<file path="src/rtl/vh_pkg.sv">
package vh_pkg;

  localparam logic SRC_SRAM = 1'b0;
  localparam logic SRC_DRAM = 1'b1;

  localparam int unsigned CMD_INV = 0;
  localparam int unsigned CMD_DWB = 1;
  localparam int unsigned CMD_MWB = 2;
  localparam int unsigned NUM_CMD = 3;

  typedef enum logic [1:0] {
    ST_IDLE  = 2'd0,
    ST_LOOK  = 2'd1,
    ST_ISSUE = 2'd2
  } vh_state_e;

  // Command set for a victim, given its source, dirty bit and the answer
  // from the other half of the cache.
  function automatic logic [NUM_CMD-1:0] vh_plan(input logic src,
                                                 input logic dirty,
                                                 input logic other_hit);
    logic [NUM_CMD-1:0] m;
    m = '0;
    m[CMD_INV] = !other_hit;
    if (dirty) begin
      if (other_hit) m[CMD_DWB] = (src == SRC_SRAM);
      else           m[CMD_MWB] = 1'b1;
    end
    return m;
  endfunction

endpackage

</file>
<file path="src/rtl/vh_intake.sv">
module vh_intake #(
  parameter int unsigned ADDR_W = 40
) (
  input  logic              clk,
  input  logic              rst_n,
  input  logic              take,
  input  logic              in_src,
  input  logic [ADDR_W-1:0] in_addr,
  input  logic              in_dirty,
  output logic              v_src,
  output logic [ADDR_W-1:0] v_addr,
  output logic              v_dirty
);

  always_ff @(posedge clk or negedge rst_n) begin
    if (!rst_n) begin
      v_src   <= 1'b0;
      v_addr  <= '0;
      v_dirty <= 1'b0;
    end else if (take) begin
      v_src   <= in_src;
      v_addr  <= in_addr;
      v_dirty <= in_dirty;
    end
  end

endmodule

</file>
<file path="src/rtl/vh_lookup.sv">
module vh_lookup #(
  parameter int unsigned RESP_LAT = 4
) (
  input  logic clk,
  input  logic rst_n,
  input  logic start,
  input  logic rsp_valid,
  output logic q_valid,
  output logic waiting,
  output logic rsp_take
);

  localparam int unsigned CNT_W   = $clog2(RESP_LAT + 2);
  localparam logic [CNT_W-1:0] CNT_MAX = {CNT_W{1'b1}};
  localparam logic [CNT_W-1:0] LAT_V   = CNT_W'(RESP_LAT);

  logic [CNT_W-1:0] wait_cnt;

  assign rsp_take = waiting && rsp_valid;

  always_ff @(posedge clk or negedge rst_n) begin
    if (!rst_n) begin
      q_valid  <= 1'b0;
      waiting  <= 1'b0;
      wait_cnt <= '0;
    end else begin
      q_valid <= start;
      if (q_valid) begin
        waiting  <= 1'b1;
        wait_cnt <= CNT_W'(1);
      end else if (rsp_take) begin
        waiting  <= 1'b0;
        wait_cnt <= '0;
      end else if (waiting && wait_cnt != CNT_MAX) begin
        wait_cnt <= wait_cnt + CNT_W'(1);
      end
    end
  end

  AST_QUERY_PULSE: assert property (@(posedge clk) disable iff (!rst_n)
    q_valid |=> !q_valid);

  AST_RESP_LATENCY: assert property (@(posedge clk) disable iff (!rst_n)
    (waiting && rsp_valid) |-> (wait_cnt == LAT_V));

endmodule

</file>
<file path="src/rtl/vh_cmd_port.sv">
module vh_cmd_port #(
  parameter int unsigned ADDR_W = 40
) (
  input  logic              clk,
  input  logic              rst_n,
  input  logic              load,
  input  logic [ADDR_W-1:0] load_addr,
  input  logic              ready,
  output logic              valid,
  output logic [ADDR_W-1:0] addr,
  output logic              settled
);

  assign settled = !valid || ready;

  always_ff @(posedge clk or negedge rst_n) begin
    if (!rst_n) begin
      valid <= 1'b0;
      addr  <= '0;
    end else if (load) begin
      valid <= 1'b1;
      addr  <= load_addr;
    end else if (valid && ready) begin
      valid <= 1'b0;
    end
  end

  AST_CMD_HOLD: assert property (@(posedge clk) disable iff (!rst_n)
    (valid && !ready && !load) |=> (valid && $stable(addr)));

endmodule

</file>
<file path="src/rtl/llc_victim_handler.sv">
module llc_victim_handler #(
  parameter int unsigned ADDR_W   = 40,
  parameter int unsigned RESP_LAT = 4
) (
  input  logic              clk,
  input  logic              rst_n,
  input  logic              evict_valid,
  output logic              evict_ready,
  input  logic              evict_src,
  input  logic [ADDR_W-1:0] evict_addr,
  input  logic              evict_dirty,
  output logic              busy,
  output logic              lkq_valid,
  output logic              lkq_sel,
  output logic [ADDR_W-1:0] lkq_addr,
  input  logic              lkr_valid,
  input  logic              lkr_hit,
  output logic              inv_valid,
  input  logic              inv_ready,
  output logic [ADDR_W-1:0] inv_addr,
  output logic              dwb_valid,
  input  logic              dwb_ready,
  output logic [ADDR_W-1:0] dwb_addr,
  output logic              mwb_valid,
  input  logic              mwb_ready,
  output logic [ADDR_W-1:0] mwb_addr
);
  import vh_pkg::*;

  vh_state_e state, state_nxt;

  logic              accept;
  logic              v_src, v_dirty;
  logic [ADDR_W-1:0] v_addr;
  logic              q_waiting, rsp_take;
  logic [NUM_CMD-1:0] plan;
  logic [NUM_CMD-1:0] cmd_ready, cmd_valid, cmd_settled;
  logic [ADDR_W-1:0]  cmd_addr [NUM_CMD];

  assign busy        = (state != ST_IDLE);
  assign evict_ready = (state == ST_IDLE);
  assign accept      = evict_valid && evict_ready;

  vh_intake #(.ADDR_W(ADDR_W)) u_intake (
    .clk      (clk),
    .rst_n    (rst_n),
    .take     (accept),
    .in_src   (evict_src),
    .in_addr  (evict_addr),
    .in_dirty (evict_dirty),
    .v_src    (v_src),
    .v_addr   (v_addr),
    .v_dirty  (v_dirty)
  );

  vh_lookup #(.RESP_LAT(RESP_LAT)) u_lookup (
    .clk       (clk),
    .rst_n     (rst_n),
    .start     (accept),
    .rsp_valid (lkr_valid),
    .q_valid   (lkq_valid),
    .waiting   (q_waiting),
    .rsp_take  (rsp_take)
  );

  assign lkq_sel  = v_src;
  assign lkq_addr = v_addr;

  assign plan = vh_plan(v_src, v_dirty, lkr_hit);

  assign cmd_ready[CMD_INV] = inv_ready;
  assign cmd_ready[CMD_DWB] = dwb_ready;
  assign cmd_ready[CMD_MWB] = mwb_ready;

  for (genvar g = 0; g < NUM_CMD; g++) begin : g_cmd
    vh_cmd_port #(.ADDR_W(ADDR_W)) u_port (
      .clk       (clk),
      .rst_n     (rst_n),
      .load      (rsp_take && plan[g]),
      .load_addr (v_addr),
      .ready     (cmd_ready[g]),
      .valid     (cmd_valid[g]),
      .addr      (cmd_addr[g]),
      .settled   (cmd_settled[g])
    );
  end

  assign inv_valid = cmd_valid[CMD_INV];
  assign inv_addr  = cmd_addr[CMD_INV];
  assign dwb_valid = cmd_valid[CMD_DWB];
  assign dwb_addr  = cmd_addr[CMD_DWB];
  assign mwb_valid = cmd_valid[CMD_MWB];
  assign mwb_addr  = cmd_addr[CMD_MWB];

  always_comb begin
    state_nxt = state;
    case (state)
      ST_IDLE:  if (accept) state_nxt = ST_LOOK;
      ST_LOOK:  if (rsp_take) state_nxt = (plan == '0) ? ST_IDLE : ST_ISSUE;
      ST_ISSUE: if (&cmd_settled) state_nxt = ST_IDLE;
      default:  state_nxt = ST_IDLE;
    endcase
  end

  always_ff @(posedge clk or negedge rst_n) begin
    if (!rst_n) state <= ST_IDLE;
    else        state <= state_nxt;
  end

  AST_ACCEPT_BLOCKS: assert property (@(posedge clk) disable iff (!rst_n)
    accept |=> !evict_ready);

  AST_QUERY_FOLLOWS: assert property (@(posedge clk) disable iff (!rst_n)
    accept |=> lkq_valid);

  AST_SRAM_MISS_INV: assert property (@(posedge clk) disable iff (!rst_n)
    (rsp_take && v_src == SRC_SRAM && !lkr_hit) |=> inv_valid);

  AST_CLEAN_HIT_QUIET: assert property (@(posedge clk) disable iff (!rst_n)
    (rsp_take && !v_dirty && lkr_hit) |=> !(inv_valid || dwb_valid || mwb_valid));

  AST_DWB_SRC: assert property (@(posedge clk) disable iff (!rst_n)
    dwb_valid |-> (v_src == SRC_SRAM && v_dirty && !mwb_valid));

  AST_DRAM_MISS_INV: assert property (@(posedge clk) disable iff (!rst_n)
    (rsp_take && v_src == SRC_DRAM && !lkr_hit) |=> inv_valid);

  AST_DRAM_HIT_SILENT: assert property (@(posedge clk) disable iff (!rst_n)
    (rsp_take && v_src == SRC_DRAM && lkr_hit) |=> (!busy && !inv_valid && !mwb_valid));

  AST_IDLE_QUIET: assert property (@(posedge clk) disable iff (!rst_n)
    !busy |-> !(inv_valid || dwb_valid || mwb_valid));

  AST_WAIT_MATCH: assert property (@(posedge clk) disable iff (!rst_n)
    q_waiting |-> (state == ST_LOOK));

endmodule

</file>
<file path="config.mk">
export PLATFORM = sky130hd
export DESIGN_NAME = llc_victim_handler
export DESIGN_NICKNAME = d
export VERILOG_FILES = /design/src/rtl/vh_pkg.sv /design/src/rtl/vh_intake.sv /design/src/rtl/vh_lookup.sv /design/src/rtl/vh_cmd_port.sv /design/src/rtl/llc_victim_handler.sv
export SDC_FILE = /design/constraint.sdc
export NUM_CORES = 1
export LEC_CHECK = 0
export ABC_AREA = 1
export ABC_CLOCK_PERIOD_IN_PS = 1400
export BUFFER_PORTS_ARGS = -buffer_cell sky130_fd_sc_hd__buf_2
export CAP_MARGIN = 40
export CORE_MARGIN = 3
export CORE_UTILIZATION = 52
export CTS_BUF_LIST = sky130_fd_sc_hd__clkbuf_2 sky130_fd_sc_hd__clkbuf_4 sky130_fd_sc_hd__clkbuf_8
export DETAILED_ROUTE_END_ITERATION = 6
export GPL_TIMING_DRIVEN = 0
export MAX_ROUTING_LAYER = met4
export PLACE_DENSITY_LB_ADDON = 0.1
export SYNTH_ARGS = -nofsm -noshare
export SYNTH_HDL_FRONTEND = slang
export SYNTH_SLANG_ARGS = --single-unit
</file>
<file path="constraint.sdc">
create_clock -name clk -period 1.4 [get_ports clk]
set_input_delay 0.14 -clock clk [delete_from_list [all_inputs] [get_ports clk]]
set_output_delay 0.14 -clock clk [all_outputs]
set_load 0.01 [all_outputs]
</file>
==> key figures, run 1 <==
Synthesis
  – Main combinational cell family by area after synthesis: compound AO/OA/AOI/OAI gates
  – Xor/xnor share of the synthesized area: 0
  – Synth Area in Compound Gates: 0.155
  – Register bit count reported by yosys: approximately 170
  – Warnings, synthesis: 0
  – Post-Synth Simple-Gate Area: 0.114
  – Netlist cell types: 20
  – Adder-cell share of the synthesized area: 0
  – Mux cell area share after synthesis: 0
  – Syn Inst Count: 602
  – Mapped Avg Cell Area: between 10 and 15 sq um
  – Post-synth net total: 652
  – Sequential-to-total area share from yosys stat: 0.659
  – Mapped Area: 6410 sq um

Critical path
  – CP Data Required Time: roughly 1.3 ns
  – Buffers and inverters on the worst path: 2
  – Worst Setup End Kind: output pin
  – CP max FO: 4
  – Critical path class: reg -> out
  – Worst EP arrival: around 1.3 ns
  – Slowest cell on crit path: dfrtp_1
  – CP max stage delay: 0.42 ns
  – Top delay family on crit path: flip-flops
  – Startpoint Class: flop
  – Crit-path cells: nor2_4, inv_1, buf_2

Timing
  – Final Hold Fails: 0
  – Unrepaired setup endpoints after global routing: yes
  – Rel. slew slack: 0.605
  – Tcrit/Tclk final: 0.998
  – TNS Setup: 0 ns
  – Pins Over Slew Limit: 0
  – Max Clk Rate: 716 MHz
  – Final Skew: about 0.016 ns
  – Worst hold slack: ~0.038 ns
  – Min Tclk post-route: approximately 1.4 ns
  – Setup violators final: 0
  – Pin slew with the least headroom to its limit: slightly below 0.6 ns

Clock network
  – Register clock-pin slew on the reported worst setup and hold paths: roughly 0.090 ns
  – CTS tree: done
  – Inserted Clock Buffers: 17
  – Root buffer cell: clkbuf_8
  – Worst-Skew Late Latency: roughly 0.45 ns
  – Clock Path Buffers: 2
  – Max H-tree Level: 4
  – Sink Count: between 150 and 200

Global routing
  – Initial antenna violation count: 0
  – Gr usage total: 0.268
  – First-pass GRT wire length: 27200 um
  – Largest net degree at the start of global routing: between 90 and 100
  – Overflow after GRT: 0
  – Vias in the first global route: between 5000 and 6000

Power and ir drop
  – Switch Pwr: between 7 and 8 mW
  – P_int: approximately 13 mW
  – Sw Share: 0.375
  – Leak pwr: between 4 and 5 nW
  – Combinational power share: 0.385
  – Sequential Power Share: 0.412
  – Peak supply drop: around 1.4 mV
  – Clock power frac: 0.203
  – PwrDens: 2340 nW/um^2
  – Design Power: between 20 and 25 mW

Layout
  – Fill cells: between 800 and 900
  – Share of layout cells above drive strength 1: 0.376
  – Antenna cells: 0
  – P&R area growth vs syn: 36.3%
  – Final Instance Area: ~9000 sq um
  – Nets: ~940

Place
  – Detail Placement HPWL: between 10000 and 15000 um
  – IO Port Bufs: between 200 and 250
  – Placed Area: slightly below 8000 sq um
  – Placer Congestion: between 0.8 and 0.9

Floorplan
  – Core Region: around 12000 sq um
  – # IOs: approximately 220
  – Die width: ~120 um
  – DIE HEIGHT: 117 um
  – Initial Utilization: 0.548
  – Row cnt: 39
  – DIE AREA: approximately 14000 sq um

Route
  – Vias per Instance: between 5 and 6
  – DRC errors left: 0
  – WL/cell: about 16 um
  – Vias: about 5300
  – Final wirelength: between 15000 and 20000 um
  – Metal-1 WL: just over 7000 um
  – Metal3 WL: 1050 um
  – DRT Pass-1 Iters: 5
  – Top layer in use: met4
  – Met2 Wirelength: roughly 8600 um
  – Routed Antenna Nets: 0
  – Iter 0 DRT Violations: ~380

Hold path
  – Hold Path Class: in -> reg

Run status
  – Run status: finished, final reports clean

Job
  – Maxcap violations: 0
flip-flops by register name, summed over array words and instances, names as in the netlist:
signal,count
u_lookup.waiting,1
u_intake.v_addr,40
g_cmd.u_port.addr,120
u_intake.v_dirty,1
u_intake.v_src,1
u_lookup.q_valid,1
g_cmd.u_port.valid,3
state,2
logic make-up after synthesis:
family,after synthesis
AND/OR/NAND/NOR,187
AO/OA/AOI/OAI,163
flip-flops,169
buffers and inverters,83
cells in the mapped netlist, drive strengths merged:
cell type | instances | area share
clkbuf | 14 | 0.014
inv | 49 | 0.029
buf | 20 | 0.029
nand2 | 179 | 0.11
o21ai | 162 | 0.15
nor2 | 4 | 0.0035
nand4 | 1 | 0.00098
a21o | 1 | 0.0014
or2 | 1 | 0.00098
nand3 | 2 | 0.0016
dfrtp | 169 | 0.66
layout by cell type, fill, tap and decap left out, types with 2 or more instances in the layout:
cell type and instances:
buf_12 2, buf_2 220, buf_4 2, buf_6 6
buf_8 5, bufinv_16 6, clkbuf_2 7, clkbuf_4 10
clkbuf_8 23, clkinv_2 2, dfrtp_1 169, dlygate4sd3_1 48
inv_1 48, nand2_1 175, nand2_2 3, nand3_1 2
nor2_1 2, o21ai_0 107, o21ai_1 9, o21ai_2 46
per-layer routing:
metal | track usage | vias to the layer above
li1 | - | 2493
met1 | 0.338 | 2599
met2 | 0.433 | 210
met3 | 0.0550 | 33
met4 | 0.0986 | 0
met5 | - | -
final cells by class:
type / count / area [sq um] / share of cell area
plain buffers: 34 / 328 / 0.0375
clock buffers: 24 / 299 / 0.0342
clock inverters: 8 / 190 / 0.0218
inverters: 49 / 184 / 0.0210
multi-input cells: 350 / 1730 / 0.198
flip-flops and latches: 169 / 4230 / 0.484
well taps: 143 / 179 / 0.0205
repair buffers: 266 / 1610 / 0.184
per-stage QoR:
step / instances / setup slack [ns] / utilization
after global placement: 961 / -2.19 / 0.655
final: 1043 / 0.00325 / 0.746
after global routing: 1043 / -0.0643 / 0.746
after detailed placement: 962 / -0.0584 / 0.658
after floorplan: 602 / 0.222 / -
after CTS: 1043 / -0.0142 / 0.743
tightest hold or removal path, delay by kind of cell:
kind            cells  cell delay (ns)
buf+inv             1             0.11
compound gates      1             0.08
simple gates        2             0.12
final timing paths:
path	start	to	slack [ns]	depth (start not counted)
max	state[0]	busy	0.003	3
min	lkr_hit	state[1]	0.04	4
max reg2reg	state[0]	u_intake.v_addr[23]	0.09	7
min reg2reg	u_lookup.q_valid	u_lookup.waiting	0.46	1
max in group asynchronous	rst_n	g_cmd[0].u_port.addr[21]	0.32	3
min in group asynchronous	rst_n	g_cmd[2].u_port.addr[10]	0.24	2
power groups by stage:
stage | clock, mW | combinational [mW] | sequential [mW]
5_1_grt | 4.40 | 8.86 | 8.64
4_1_cts | 4.19 | 7.90 | 8.37
6_report | 4.15 | 7.88 | 8.41
2_1_floorplan | 0 | 3.15 | 9.40
3_5_place_dp | 0 | 7.72 | 8.43
3_3_place_gp | 0 | 7.50 | 8.35
what timing repair did:
| action | in CTS | in global routing |
|---|---|---|
| setup buffers | 0 | 1 |
| endpoints found under the setup margin | 90 | 55 |
| hold endpoints to repair | 123 | 0 |
| pin swaps | 1 | 1 |
| hold buffers | 49 | 0 |
| resized for setup | 10 | 20 |
Note: power is estimated with default switching activity, not from simulation.
==> run 2, diff against run 1 <==
Settings changed: CELL_PAD_IN_SITES_DETAIL_PLACEMENT set to 1, CELL_PAD_IN_SITES_GLOBAL_PLACEMENT set to 1, CORE_UTILIZATION 52 to 39.
==> run 2 against run 1 <==
  * Worst setup slack got worse by 0.030 ns
  * The run now ends with negative setup slack left
  * Critical path type unchanged
  * Count of clock-buffer cells in the layout decreased by 7
  * Critical path depth unchanged
  * Largest power group unchanged
==> key figures, run 2 (synthesized netlist as in run 1, its figures left out) <==
Run status
  – Run status: finished, violations left
  – Violated checks: negative setup slack

Layout
  – Final Instance Area: 8790 sq um (+0.56%)
  – Top reg by flops: g_cmd.u_port.addr
  – Biggest regs: g_cmd.u_port.addr: 120 flops, u_intake.v_addr: 40 flops, g_cmd.u_port.valid: 3 flops
  – Largest register FFs: 120 (unchanged)
  – P&R area growth vs syn: 37.1%
  – Most frequent cells in the layout: buf_2, nand2_1, dfrtp_1, o21ai_0, dlygate4sd3_1
  – Fill cells: 1854 (+110%)
  – Most common cell after layout, fill and taps aside: buf_2
  – Non-Filler Instances: 1118 (+7.2%)
  – Nets: 938 (+0.11%)
  – Share of layout cells above drive strength 1: 0.375 (-0.000417)

Clock network
  – Clock Path Buffers: 2 (unchanged)
  – Inserted Clock Buffers: 17 (unchanged)
  – Worst-Skew Late Latency: 0.46 ns (about the same)
  – Sink Count: 169 (unchanged)
  – Max H-tree Level: 4 (unchanged)
  – Root buffer cell: clkbuf_8
  – CTS tree: done
  – Register clock-pin slew on the reported worst setup and hold paths: 0.09 ns (about the same)

Route
  – DRC errors left: 0 (unchanged)
  – Iter 0 DRT Violations: 150 (-61%)
  – DRT Pass-1 Iters: 4 (-1)
  – Routed Antenna Nets: 0 (unchanged)
  – WL/cell: 17.4 um (+6.1%)
  – Final wirelength: 19400 um (+14%)
  – Vias per Instance: 4.79 (-6.4%)
  – Vias: 5350 (+0.28%)

Timing
  – Worst hold slack: 0.0264 ns (-0.0116 ns)
  – Tcrit/Tclk final: 1.02 (+0.0212)
  – Max Clk Rate: 701 MHz (-2.1%)
  – Final Skew: 0.0101 ns (-0.00567 ns)
  – Final worst slack: -0.0264 ns (-0.0296 ns)
  – Pins Over Slew Limit: 0 (unchanged)
  – Setup violators final: 3 (+3)
  – Final Hold Fails: 0 (unchanged)
  – Unrepaired setup endpoints after global routing: yes
  – Pin slew with the least headroom to its limit: 0.601 ns (+0.00800 ns)
  – Min Tclk post-route: 1.43 ns (+0.0296 ns)
  – Rel. slew slack: 0.600 (-0.00533)

Hold path
  – Hold path endpoint: state[1]
  – Worst min-delay path startpoint: lkr_hit
  – Hold Path Class: in -> reg
  – Hold depth: 4 (unchanged)

Place
  – IO Port Bufs: 216 (unchanged)
  – Placed Area: 7800 sq um (+1.2%)
  – Placer Congestion: 0.770 (-6.8%)
  – Detail Placement HPWL: 13500 um (+18%)
  – Post-placement cell count: 1035 (+7.6%)

Floorplan
  – Initial Utilization: 0.401 (-0.147)
  – DIE HEIGHT: 134 um (+15%)
  – Core Region: 16000 sq um (+37%)
  – # IOs: 217 (unchanged)
  – DIE AREA: 18000 sq um (+32%)
  – Row cnt: 46 (+18%)
  – Die width: 134 um (+15%)

Power and ir drop
  – Peak supply drop: 0.801 mV (-44%)
  – PwrDens: 2270 nW/um^2 (-3.1%)
  – Leak pwr: 4.66 nW (-0.37%)

Critical path
  – Startpoint Class: flop
  – Worst EP arrival: 1.29 ns (+0.03 ns)
  – Critical path class: reg -> out
  – Worst Setup End Kind: output pin
  – Slack of the worst reg-to-reg path: -0.02 ns (-0.11 ns)
  – FF-to-FF Start: state[1]
  – CP Data Required Time: 1.26 ns (about the same)
  – Reg2reg path depth: 4 (-3)
  – R2r endpoint: state[0]
  – CP max FO: 4 (unchanged)

Global routing
  – First-pass GRT wire length: 30800 um (+14%)
  – Gr usage total: 0.226 (-0.0418)
  – Initial antenna violation count: 1 (+1)
  – Largest net degree at the start of global routing: 121 (+29%)
  – Overflow after GRT: 0 (unchanged)
  – Vias in the first global route: 5814 (+7.6%)

Job
  – Maxcap violations: 0 (unchanged)
run 2: through the flow:
stage	power [mW]	setup TNS (ns)	utilization	setup slack, ns
after global placement	16.0	-390.08	0.485	-2.31
after detailed placement	16.5	-6.80	0.488	-0.195
after floorplan	12.5	0	-	0.222
final	19.9	-0.0577	0.549	-0.0264
after global routing	21.4	-0.359	0.549	-0.0797
after CTS	20.0	-0.0301	0.542	-0.0301
run 2: layer usage:
metal | vias to the layer above | share of wire | track usage | wire length [um]
met5 | - | 0 | - | 0
met4 | 0 | 0.014 | 0.0594 | 281
met3 | 24 | 0.053 | 0.0484 | 1020
met2 | 158 | 0.52 | 0.394 | 10100
met1 | 2664 | 0.41 | 0.268 | 8010
li1 | 2504 | - | - | -
run 2: final cells by class:
type                       count  area [sq um]  share of cell area
antenna                        1          2.50            0.000285
multi-input combinational    350          1730               0.197
timing repair buffer         267          1620               0.185
clock inverter                15           140              0.0159
tap                          216           270              0.0307
buffer                        34           374              0.0426
sequential                   169          4230               0.481
clock buffer                  17           234              0.0266
inverter                      49           184              0.0209
run 2: timing repair:
action | 4_1_cts | 5_1_grt
setup endpoints to repair | 102 | 102
resized for setup | 10 | 47
buffers inserted | 0 | 1
pin swaps | 1 | 1
hold buffers | 49 | 0
endpoints found under the hold margin | 96 | 0
run 2: worst max path at each step:
| stage | from | to | slack (ns) | depth (start not counted) |
|---|---|---|---|---|
| floorplan | state[1] | u_intake.v_addr[28] | 0.22 | 6 |
| global placement | rst_n | u_intake.v_addr[34] | -2.31 | 1 |
| detailed placement | u_lookup.waiting | g_cmd[1].u_port.addr[33] | -0.19 | 5 |
| CTS | state[0] | busy | -0.03 | 3 |
| global route | state[1] | busy | -0.08 | 3 |
| finish | state[1] | busy | -0.03 | 3 |
run 2: power breakdown:
| part | switching [mW] | leakage [nW] | internal (mW) |
|---|---|---|---|
| combinational | 4.92 | 2.32 | 3.27 |
| clock | 1.90 | 0.192 | 1.44 |
| sequential | 1.27 | 2.15 | 7.12 |
run 2: critical path, cell delays in order (launching register included):
cell and delay [ns]:
dfrtp_1 0.43, nor2_4 0.22, inv_2 0.06, buf_6 0.12
==> run 3, diff against run 2 <==
Settings changed: ABC_CLOCK_PERIOD_IN_PS 1400 to 1500.
Clock period 1.4 ns to 1.5 ns, I/O delays scaled along.
==> run 3 against run 2 <==
  * The run now ends clean
  * Combinational power fell by 9.0%
  * Flip-flop and latch count did not move
  * Worst hold slack improved by 0.011 ns
  * Sequential share of layout area rose by 0.60 points
  * Utilization fell by 0.68 points
  * Global-route usage barely moved
  * Wire length barely moved
  * Die area did not move
  * Clock power fell by 6.6%
  * Worst setup slack improved by 0.094 ns
  * Sequential power fell by 6.7%
  * First-iteration DRC count fell by 2.7%
  * Largest cell class unchanged
  * Highest routed layer unchanged
==> key figures, run 3 (synthesized netlist as in run 1, its figures left out) <==
Run status
  – Run status: finished, final reports clean

Timing
  – Pins Over Slew Limit: 0 (unchanged)
  – Tcrit/Tclk final: 0.955
  – Max Clk Rate: 698 MHz
  – Setup violators final: 0 (-3)
  – Min Tclk post-route: 1.43 ns
  – Final Hold Fails: 0 (unchanged)
  – Rel. slew slack: 0.595 (-0.00414)
  – Unrepaired setup endpoints after global routing: no
  – Final worst slack: 0.0680 ns (+0.0944 ns)
  – Final Skew: 0.00954 ns (-0.000514 ns)
  – Pin slew with the least headroom to its limit: 0.607 ns (+0.00620 ns)

Job
  – Maxcap violations: 0 (unchanged)

Hold path
  – Hold path endpoint: state[1]
  – Worst min-delay path startpoint: lkr_hit
  – Hold depth: 4 (unchanged)
  – Hold Path Class: in -> reg

Layout
  – Fill cells: 1865 (+0.59%)
  – Share of layout cells above drive strength 1: 0.374 (-0.000694)
  – Non-Filler Instances: 1117 (-0.089%)
  – Multi-input logic area: 1720 sq um (-0.58%)
  – Largest register FFs: 120 (unchanged)
  – Biggest regs: g_cmd.u_port.addr: 120 flops, u_intake.v_addr: 40 flops, g_cmd.u_port.valid: 3 flops
  – Top reg by flops: g_cmd.u_port.addr
  – Final Instance Area: 8680 sq um (-1.2%)
  – Nets: 937 (-0.11%)
  – Most common cell after layout, fill and taps aside: buf_2
  – P&R area growth vs syn: 35.4%
  – Reg area: 4230 sq um (unchanged)
  – Most frequent cells in the layout: buf_2, nand2_1, dfrtp_1, o21ai_0, dlygate4sd3_1

Clock network
  – CTS tree: done
  – Inserted Clock Buffers: 17 (unchanged)
  – Worst-Skew Late Latency: 0.46 ns (about the same)
  – Sink Count: 169 (unchanged)
  – Root buffer cell: clkbuf_8
  – Clock Path Buffers: 2 (unchanged)
  – Register clock-pin slew on the reported worst setup and hold paths: 0.09 ns (about the same)
  – Setup bufs post-CTS: 0 (unchanged)
  – Max H-tree Level: 4 (unchanged)

Critical path
  – FF-to-FF Start: state[0]
  – CP max FO: 4 (unchanged)
  – Critical path class: reg -> out
  – Top delay family on crit path: flip-flops
  – R2r endpoint: state[0]
  – Crit-path cells: nor2_4, inv_2, buf_2
  – CP max stage delay: 0.42 ns (about the same)
  – Worst EP arrival: 1.28 ns (about the same)
  – Startpoint Class: flop
  – Slowest cell on crit path: dfrtp_1
  – Reg2reg path depth: 4 (unchanged)
  – Worst Setup End Kind: output pin
  – Slack of the worst reg-to-reg path: 0.09 ns (+0.11 ns)
  – Buffers and inverters on the worst path: 2 (unchanged)
  – CP Data Required Time: 1.35 ns (+0.09 ns)

Floorplan
  – # IOs: 217 (unchanged)
  – DIE HEIGHT: 134 um (unchanged)
  – Row cnt: 46 (unchanged)
  – Core Region: 16000 sq um (unchanged)
  – DIE AREA: 18000 sq um (unchanged)
  – Initial Utilization: 0.401 (unchanged)
  – Die width: 134 um (unchanged)

Route
  – WL/cell: 17.4 um (about the same)
  – Routed Antenna Nets: 0 (unchanged)
  – Vias per Instance: 4.77 (-0.38%)
  – Final wirelength: 19400 um (about the same)
  – DRT Pass-1 Iters: 4 (unchanged)
  – Vias: 5325 (-0.47%)
  – Iter 0 DRT Violations: 146 (-2.7%)
  – DRC errors left: 0 (unchanged)

Place
  – Post-placement cell count: 1035 (unchanged)
  – IO Port Bufs: 216 (unchanged)
  – Placer Congestion: 0.770 (unchanged)
  – Detail Placement HPWL: 13500 um (unchanged)
  – Dpl ws: -0.0945 ns (+0.100 ns)
  – Placed Area: 7800 sq um (unchanged)

Power and ir drop
  – P_int: 10.9 mW (-7.9%)
  – Sequential Power Share: 0.426 (+0.005)
  – Sw Share: 0.408 (+0.00192)
  – Combinational power share: 0.405 (-0.006)
  – Clock power frac: 0.169 (about the same)
  – Peak supply drop: 0.743 mV (-7.2%)
  – Leak pwr: 4.60 nW (-1.3%)
  – Switch Pwr: 7.50 mW (-7.2%)
  – PwrDens: 2120 nW/um^2 (-6.5%)

Global routing
  – Overflow after GRT: 0 (unchanged)
  – Initial antenna violation count: 1 (unchanged)
  – Vias in the first global route: 5812 (-0.034%)
  – Gr usage total: 0.226 (about the same)
  – First-pass GRT wire length: 30800 um (unchanged)
  – Largest net degree at the start of global routing: 121 (unchanged)
-- run 3: worst min-delay path, cell delays in order --
cell and delay (ns):
buf_2 0.11, o21ai_0 0.09, nand4_1 0.07, nand2_1 0.05
-- run 3: area by class of cell --
type                    instances  area share
flip-flops and latches        169       0.487
multi-input cells             350       0.199
plain buffers                  34      0.0333
well taps                     216      0.0311
inverters                      49      0.0212
repair buffers                266       0.185
clock buffers                  17      0.0269
diodes                          1    0.000288
clock inverters                15      0.0161
-- run 3: what timing repair did --
item / CTS / global route
setup endpoints to repair: 30 / 41
pin swaps: 0 / 1
hold buffers: 49 / 0
resized for setup: 6 / 9
endpoints found under the hold margin: 96 / 0
-- run 3: worst max path at each step --
stage	slack, ns	endpoint	depth (start not counted)	start
2_1_floorplan	0.32	u_intake.v_addr[28]	6	state[1]
3_3_place_gp	-2.22	u_intake.v_addr[34]	1	rst_n
3_5_place_dp	-0.09	g_cmd[1].u_port.addr[33]	5	u_lookup.waiting
4_1_cts	0.004	g_cmd[2].u_port.addr[5]	5	u_lookup.waiting
5_1_grt	0.007	g_cmd[1].u_port.addr[9]	6	u_lookup.waiting
6_report	0.07	busy	3	state[0]
-- run 3: metrics by stage --
stage / utilization / total power [mW] / setup TNS (ns) / hold WS, ns
CTS: 0.542 / 18.7 / 0 / 0.0161
detailed placement: 0.488 / 15.4 / -0.891 / 0.0765
global route: 0.543 / 19.8 / 0 / 0.0473
floorplan: - / 11.7 / 0 / -0.146
finish: 0.543 / 18.4 / 0 / 0.0373
global placement: 0.485 / 14.9 / -372.01 / 0.357
-- run 3: power by group through the flow --
stage,Clock (mW),Sequential (mW),Combinational [mW]
3_3_place_gp,0,7.78,7.13
5_1_grt,3.37,8.09,8.35
2_1_floorplan,0,8.77,2.94
4_1_cts,3.20,7.84,7.60
6_report,3.12,7.83,7.45
3_5_place_dp,0,7.91,7.45
-- run 3: layer usage --
metal  vias to the layer above  global-route usage  part of all wire
met4                         0              0.0594             0.015
li1                       2499                   -                 -
met5                         -                   -                 0
met3                        23              0.0484             0.051
met2                       149               0.393              0.52
met1                      2654               0.269              0.41
